<file path="src/rtl/mux_bus_seq.sv">
module mux_bus_seq #(
  parameter int AW = 20,
  parameter int DW = 16
) (
  input  logic          clk,
  input  logic          rst_n,
  input  logic          req_valid,
  output logic          req_ready,
  input  logic [AW-1:0] req_addr,
  input  logic          req_word,
  input  logic          req_write,
  input  logic          req_mem,
  input  logic [DW-1:0] req_wdata,
  output logic [DW-1:0] rdata,
  output logic          done,
  output logic [DW-1:0] ad_out,
  output logic          ad_oe,
  input  logic [DW-1:0] ad_in,
  output logic [AW-DW-1:0] as_out,
  output logic          ale,
  output logic          rd_n,
  output logic          wr_n,
  output logic          den_n,
  output logic          dt_r,
  output logic          bhe_n,
  output logic          mio,
  input  logic          ready
);
  localparam int HW = AW - DW;

  typedef enum logic [2:0] {S_IDLE, S_ADDR, S_STRB, S_WAIT, S_DATA, S_END} st_t;

  st_t           st;
  logic [AW-1:0] c_addr;
  logic [DW-1:0] c_wdata;
  logic          c_word, c_write, c_mem;
  logic          strobing, busy;
  logic [HW-1:0] status;

  always_ff @(posedge clk or negedge rst_n) begin
    if (!rst_n) begin
      st      <= S_IDLE;
      c_addr  <= '0;
      c_wdata <= '0;
      c_word  <= 1'b0;
      c_write <= 1'b0;
      c_mem   <= 1'b0;
      rdata   <= '0;
    end else begin
      case (st)
        S_IDLE: if (req_valid) begin
          st      <= S_ADDR;
          c_addr  <= req_addr;
          c_wdata <= req_wdata;
          c_word  <= req_word;
          c_write <= req_write;
          c_mem   <= req_mem;
        end
        S_ADDR: st <= S_STRB;
        S_STRB, S_WAIT: st <= ready ? S_DATA : S_WAIT;
        S_DATA: begin
          st <= S_END;
          if (!c_write) rdata <= ad_in;
        end
        default: st <= S_IDLE;
      endcase
    end
  end

  always_comb begin
    status    = '0;
    status[1] = c_mem;
    status[0] = c_write;
  end

  assign busy      = (st != S_IDLE);
  assign strobing  = (st == S_STRB) || (st == S_WAIT) || (st == S_DATA);
  assign req_ready = !busy;
  assign done      = (st == S_END);
  assign ale       = (st == S_ADDR);
  assign ad_out    = (st == S_ADDR) ? c_addr[DW-1:0] : c_wdata;
  assign ad_oe     = (st == S_ADDR) || (strobing && c_write);
  assign as_out    = (st == S_ADDR) ? c_addr[AW-1:DW] : (busy ? status : '0);
  assign rd_n      = !(strobing && !c_write);
  assign wr_n      = !(strobing && c_write);
  assign den_n     = !strobing;
  assign dt_r      = busy && c_write;
  assign bhe_n     = !(busy && (c_word || c_addr[0]));
  assign mio       = busy && c_mem;
endmodule

</file>
<file path="config.mk">
export PLATFORM = sky130hd
export DESIGN_NAME = mux_bus_seq
export DESIGN_NICKNAME = d
export VERILOG_FILES = /design/src/rtl/mux_bus_seq.sv
export SDC_FILE = /design/constraint.sdc
export NUM_CORES = 1
export LEC_CHECK = 0
export ABC_CLOCK_PERIOD_IN_PS = 1720
export BUFFER_PORTS_ARGS = -buffer_cell sky130_fd_sc_hd__buf_2
export CAP_MARGIN = 40
export CORE_ASPECT_RATIO = 0.7
export CORE_MARGIN = 1
export CORE_UTILIZATION = 30
export DETAILED_ROUTE_END_ITERATION = 12
export PLACE_DENSITY = 0.67
export SYNTH_ARGS = -nofsm -noshare
export SYNTH_HDL_FRONTEND = slang
export SYNTH_SLANG_ARGS = --single-unit
export TNS_END_PERCENT = 30
</file>
<file path="constraint.sdc">
create_clock -name clk -period 1.72 [get_ports clk]
set_input_delay 0.344 -clock clk [delete_from_list [all_inputs] [get_ports clk]]
set_output_delay 0.344 -clock clk [all_outputs]
set_load 0.01 [all_outputs]
</file>
==> results of run 1 <==
[final cells by class]
cell class / count / area, sq um / share of cell area [%]
clock buffer: 11 / 242.7 / 6.319
sequential: 58 / 1451 / 37.79
clock inverter: 5 / 77.57 / 2.020
timing repair buffer: 120 / 839.6 / 21.86
tap: 101 / 126.4 / 3.290
inverter: 1 / 3.754 / 0.09772
multi-input combinational: 99 / 1100 / 28.63
[logic make-up (layout without fill, tap and decap cells)]
logic type	Yosys count	after routing	synth area share, %
muxes	72	72	31.92
DFF	58	58	57.23
and+or+nand+nor	16	16	4.736
AOI/OAI and AO/OA	11	11	3.059
buffers and inverters	11	137	3.058
[stage by stage]
step / util, % / hold slack (ps) / setup TNS (ps) / instance area, sq um
after floorplan: - / 48.41 / 0 / 2539
after global placement: 40.59 / 374.4 / 0 / 3263
after detailed placement: 40.59 / 379.1 / -15.40 / 3263
after CTS: 44.88 / 31.28 / -6149 / 3608
after global routing: 47.77 / 26.95 / -8603 / 3841
final: 47.77 / 11.41 / -5561 / 3841
[repair_timing]
item	CTS	global route
pin swaps	2	2
setup endpoints to repair	27	63
resized for setup	5	35
buffers inserted	0	1
cloned	0	3
endpoints found under the hold margin	0	0
[power by group through the flow]
stage          clock (W)  sequential [W]  combinational (W)
2_1_floorplan          0         0.00246            0.00190
3_3_place_gp           0         0.00240            0.00303
3_5_place_dp           0         0.00243            0.00309
4_1_cts          0.00194         0.00243            0.00317
5_1_grt          0.00201         0.00254            0.00413
6_report         0.00189         0.00243            0.00386
[cells in the mapped netlist, drive strengths merged]
cell type / instances
nor2: 2
buf: 10
nor2b: 3
and3b: 1
nor3b: 2
inv: 1
mux2: 71
or2: 1
nor3: 1
nand2: 2
a21o: 1
a211oi: 1
nor4b: 2
dfrtp: 58
o21ai: 3
a22o: 1
mux2i: 1
o31ai: 2
o2bb2ai: 1
and2: 2
o21bai: 2
[flip-flops by register name (all words and copies together) (netlist names)]
register and cells:
st 3, rdata 16, c_write 1, c_mem 1, c_wdata 16, c_addr 20, c_word 1
[metal layers]
layer	global-route usage [%]	up-vias	part of all wire, %
met5	0	-	0
met4	6.486	0	1.6
met3	4.580	9	6.1
met2	20.56	57	46
met1	16.19	870	46
li1	-	845	-
[final timing paths]
check,endpoint,slack [ps],cells after the start
worst max register to register,c_addr[12],10,4
max in group asynchronous,c_wdata[8],1420,2
worst max-delay path,ad_out[14],-310,5
worst min-delay path,rdata[12],10,2
worst min register to register,rdata[12],500,1
min in group clk,st[1],250,2
==> impl_metrics.toml, run 1 <==
[floorplan]
dieArea_sq_um = 8831
start_util_pct = 31.54
dieHeight_um = 78.93
io_pins = 105
core_sq_um = 8040
rows = 27
die_w_um = 111.9

[timing]
worst_pin_slew_ps = 324.4
slew_headroom_pct = 78.37
fin_ws_ps = -314.7
fmax_ghz = 0.4915
rsz0062_at_grt = "true"
finalClockSkew_ps = 5.519
fin_crit_ps = 2035
min_period_over_period_pct = 118.3
hold_viol_final = 0
final-max-slew-violation-count = 0
finalSetupViolations = 25

[synthesis]
syn-cell-area_sq_um = 2536
synth_top_area_cell = "dfrtp_1"
synth.top_cell.area_share_pct = 57.23
syn_inst = 168
yosys-top-cells-area = "dfrtp_1 (57%), mux2_2 (32%), buf_6 (1.3%), buf_2 (0.99%), nor4b_4 (0.94%)"
ys_ff_latch = 58
syn-num-nets = 227
syn-mean-instance-area_sq_um = 15.10
ys_warn_count = 0
ys_types = 24
ys_seq_area_share_pct = 57.23

[worst_setup_path]
cp-start-kind = "flip-flop"
cp_top_family = "buffers and inverters"
worstPathArrival_ps = 1690
crit_slowest_cell = "dfrtp_1"
critPathKind = "flip-flop to output pin"
critPathCaptureType = "output pin"
crit_required_ps = 1380
worstPathMaxFanout = 5
cp_common_cell = "buf_6"
critPathLaunch = "st[1]"
reg2reg_from = "st[2]"
crit_chain = "nor3b_4 -> buf_6 -> clkbuf_16 -> mux2_4 -> buf_6"
path_buf_inv = 3
slowest_delay_ps = 400

[flow_run]
maxCapViolations = 0

[place]
numPortBuffers = 104
gp_congestion = 0.6608
pre_cts_ws_ps = -15.40
dp_hpwl_um = 3758
dp.cells = 375

[cts]
cts_made_buffers = 9
cts_tree = "built"
holdBufCountCts = 0
worstSkewPairLatency_ps = 320
clock-sinks = 58
cts_root_buf = "clkbuf_16"
clk_pin_slew_ps = 50
clockBufferDepth = 2
ctsHtreeMaxLevel = 3

[power_and_ir_drop]
vdd_ir_drop_max_mv = 0.7381
pwr_density_cell_nw_per_um2 = 2129
p_sw_share_pct = 30.11
power.leakage_nw = 1.830
p_int_w = 0.005717
clkPwrFrac_pct = 23.0
p_sw_w = 0.002463
p_seq_share_pct = 29.8
p_comb_share_pct = 47.2
finalPower_w = 0.008180

[grt]
grt_pass1_wl_um = 8907
grt_max_degree = 59
grt_pass1_vias = 1876
antenna_found_initial = 0
grt-ovfl-total = 0
grt_usage_pct = 13.12

[cells_and_area]
final_cell_mix = "buf_2 (87), dfrtp_1 (58), mux2_2 (55)"
area_growth_pct = 51.46
antenna_cells = 0
drive_above_1_share_pct = 72.45
final_nets = 348
final_cell_count_no_fill = 395
n_fill_cell = 721
layout_commonest_cell = "buf_2"

[outcome]
violations = "design-rule violations, negative setup slack"
status = "finished with violations"

[hold_path]
hp-class = "primary input to asynchronous set/reset pin"

[detailed_routing]
wl_per_cell_um = 14.46
first_pass_iters = 8
viasPerCell = 4.509
wirelength_um = 5710
remaining_drc_errors = 7
drtIter0Drc = 35
via_count = 1781
ant_nets = 0
Note: power is estimated with default switching activity, not from simulation.
==> run 2: changes to the inputs <==
--- a/config.mk
+++ b/config.mk
@@ -5,7 +5,7 @@
 export SDC_FILE = /design/constraint.sdc
 export NUM_CORES = 1
 export LEC_CHECK = 0
-export ABC_CLOCK_PERIOD_IN_PS = 1720
+export ABC_CLOCK_PERIOD_IN_PS = 1800
 export BUFFER_PORTS_ARGS = -buffer_cell sky130_fd_sc_hd__buf_2
 export CAP_MARGIN = 40
 export CORE_ASPECT_RATIO = 0.7
==> constraint.sdc (replaced) <==
create_clock -name clk -period 1.8 [get_ports clk]
set_input_delay 0.36 -clock clk [delete_from_list [all_inputs] [get_ports clk]]
set_output_delay 0.36 -clock clk [all_outputs]
set_load 0.01 [all_outputs]
==> impl_metrics.toml, run 2 (synthesized netlist as in run 1, its figures left out) <==
[cells_and_area]
max_flop_register = "c_addr"
antenna_cells = 0
area_growth_pct = 43.12
multi_input_area_sq_um = 1055
regArea_sq_um = 1451
top_regs = "c_addr x20, c_wdata x16, rdata x16"
drive_above_1_share_pct = 70.83
n_fill_cell = 762
layout_commonest_cell = "buf_2"
final_cell_count_no_fill = 389
utilization_pct = 45.14
largest_reg_flops = 20
final_cell_mix = "buf_2 (99), mux2_2 (65), dfrtp_1 (58)"
final_nets = 342

[timing]
finalClockSkew_ps = 5.568
rsz0062_at_grt = "true"
final-max-slew-violation-count = 0
hold_viol_final = 0
fin_crit_ps = 1994
fmax_ghz = 0.5015
fin_ws_ps = -194.1
slew_headroom_pct = 79.04
min_period_over_period_pct = 110.8
worst_pin_slew_ps = 314.4
finalSetupViolations = 19

[place]
dp.cells = 373
numPortBuffers = 104
gp_congestion = 0.6862
dp_hpwl_um = 3833

[grt]
grt_most_used_layer = "met2"
grt_max_degree = 59
grt_use_met1_pct = 16.81
antenna_found_initial = 0
grt.met2_usage_pct = 19.75
grt_pass1_vias = 1768
grt-ovfl-total = 0
grt_usage_pct = 12.91
grt_use_met3_pct = 3.893
grt_pass1_wl_um = 8659

[flow_run]
maxCapViolations = 0

[floorplan]
die_w_um = 111.9
io_pins = 105
start_util_pct = 31.54
core_sq_um = 8040
rows = 27
dieHeight_um = 78.93
dieArea_sq_um = 8831

[cts]
ctsHtreeMaxLevel = 3
clock-sinks = 58
worstSkewPairLatency_ps = 310
holdBufCountCts = 0
clockBufferDepth = 2
cts_tree = "built"
clk_pin_slew_ps = 50
cts_root_buf = "clkbuf_16"
postCtsSetupBuffers = 0
cts_made_buffers = 9

[power_and_ir_drop]
vdd_ir_drop_max_mv = 0.6214
pwr_density_cell_nw_per_um2 = 1975
power.leakage_nw = 1.725

[detailed_routing]
first_pass_iters = 8
wirelength_um = 5364
ant_nets = 0
via_count = 1759
drtIter0Drc = 28
viasPerCell = 4.522
remaining_drc_errors = 5
wl_per_cell_um = 13.79

[worst_setup_path]
critPathLaunch = "st[2]"
reg2reg_depth = 4
crit_slowest_cell = "dfrtp_1"
r2r_end = "c_wdata[9]"
crit_required_ps = 1440
cp-start-kind = "flip-flop"
crit_chain = "nor3b_2 -> buf_4 -> mux2_2 -> buf_2"
reg2reg_from = "st[2]"
worstPathMaxFanout = 7
critPathKind = "flip-flop to output pin"
worstPathArrival_ps = 1630
r2r_slack_ps = 110
critPathCaptureType = "output pin"
slowest_delay_ps = 380

[outcome]
status = "finished with violations"
violations = "design-rule violations, negative setup slack"

[hold_path]
hp-class = "primary input to asynchronous set/reset pin"
## run 2: changes by cell type in the layout (fill, tap and decap cells not counted), moves of 2 or more
cell | before | now
mux2_2 | 55 | 65
o21ai_1 | 2 | 0
buf_6 | 19 | 8
o21ai_0 | 1 | 3
buf_2 | 87 | 99
mux2_4 | 16 | 6
buf_4 | 8 | 4
clkbuf_8 | 1 | 4
clkinv_2 | 2 | 0
clkbuf_16 | 11 | 9
## run 2: how the worst max path moves through the flow
| stage | to | slack [ps] | depth (start not counted) |
|---|---|---|---|
| floorplan | ad_out[10] | 50 | 5 |
| global placement | c_wdata[12] | 150 | 4 |
| detailed placement | c_wdata[3] | 100 | 4 |
| CTS | ad_out[15] | -220 | 4 |
| global route | ad_out[9] | -260 | 4 |
| finish | ad_out[13] | -190 | 4 |
## run 2: metrics by stage
step                hold WS, ps  power [W]  area, sq um  setup TNS (ps)  setup slack, ps
finish                    49.41   0.007168         3630           -2895           -194.1
detailed placement        401.6   0.005236         3236               0            104.9
global route              66.33   0.007613         3630           -4457           -256.0
floorplan                 64.41   0.004159         2536               0            47.69
global placement          390.3   0.005123         3236               0            150.7
CTS                       61.69   0.007198         3602           -3501           -216.3
## run 2: where the power goes
group | internal [W] | switching (W) | leakage [nW]
Combinational | 0.00177 | 0.00131 | 0.878
Clock | 0.00122 | 0.000542 | 0.156
Sequential | 0.00198 | 0.000350 | 0.690
Total | 0.00497 | 0.00220 | 1.72
## run 2: repair_timing
item                       in CTS  in global routing
pin swaps                       0                  1
setup endpoints to repair      25                 24
gates resized for setup        10                  6
## run 2: layout make-up
cell class	count	share of cell area [%]
tap	101	3.482
inverter	1	0.1034
sequential	58	39.99
clock inverter	1	0.8273
clock buffer	15	7.928
multi-input combinational	99	29.06
timing repair buffer	114	18.61
## run 2: critical path: cells and delay by family (launching register included)
family | cells | cell delay, ps
flip-flops | 1 | 380
multiplexers | 1 | 340
buffers and inverters | 2 | 360
AND/OR/NAND/NOR | 1 | 230
## run 2: routing by layer
metal / part of all wire (%) / up-vias / wire length [um]
li1: - / 831 / -
met1: 45 / 869 / 2426
met2: 48 / 51 / 2565
met3: 5.4 / 8 / 289
met4: 1.5 / 0 / 82
met5: 0 / - / 0
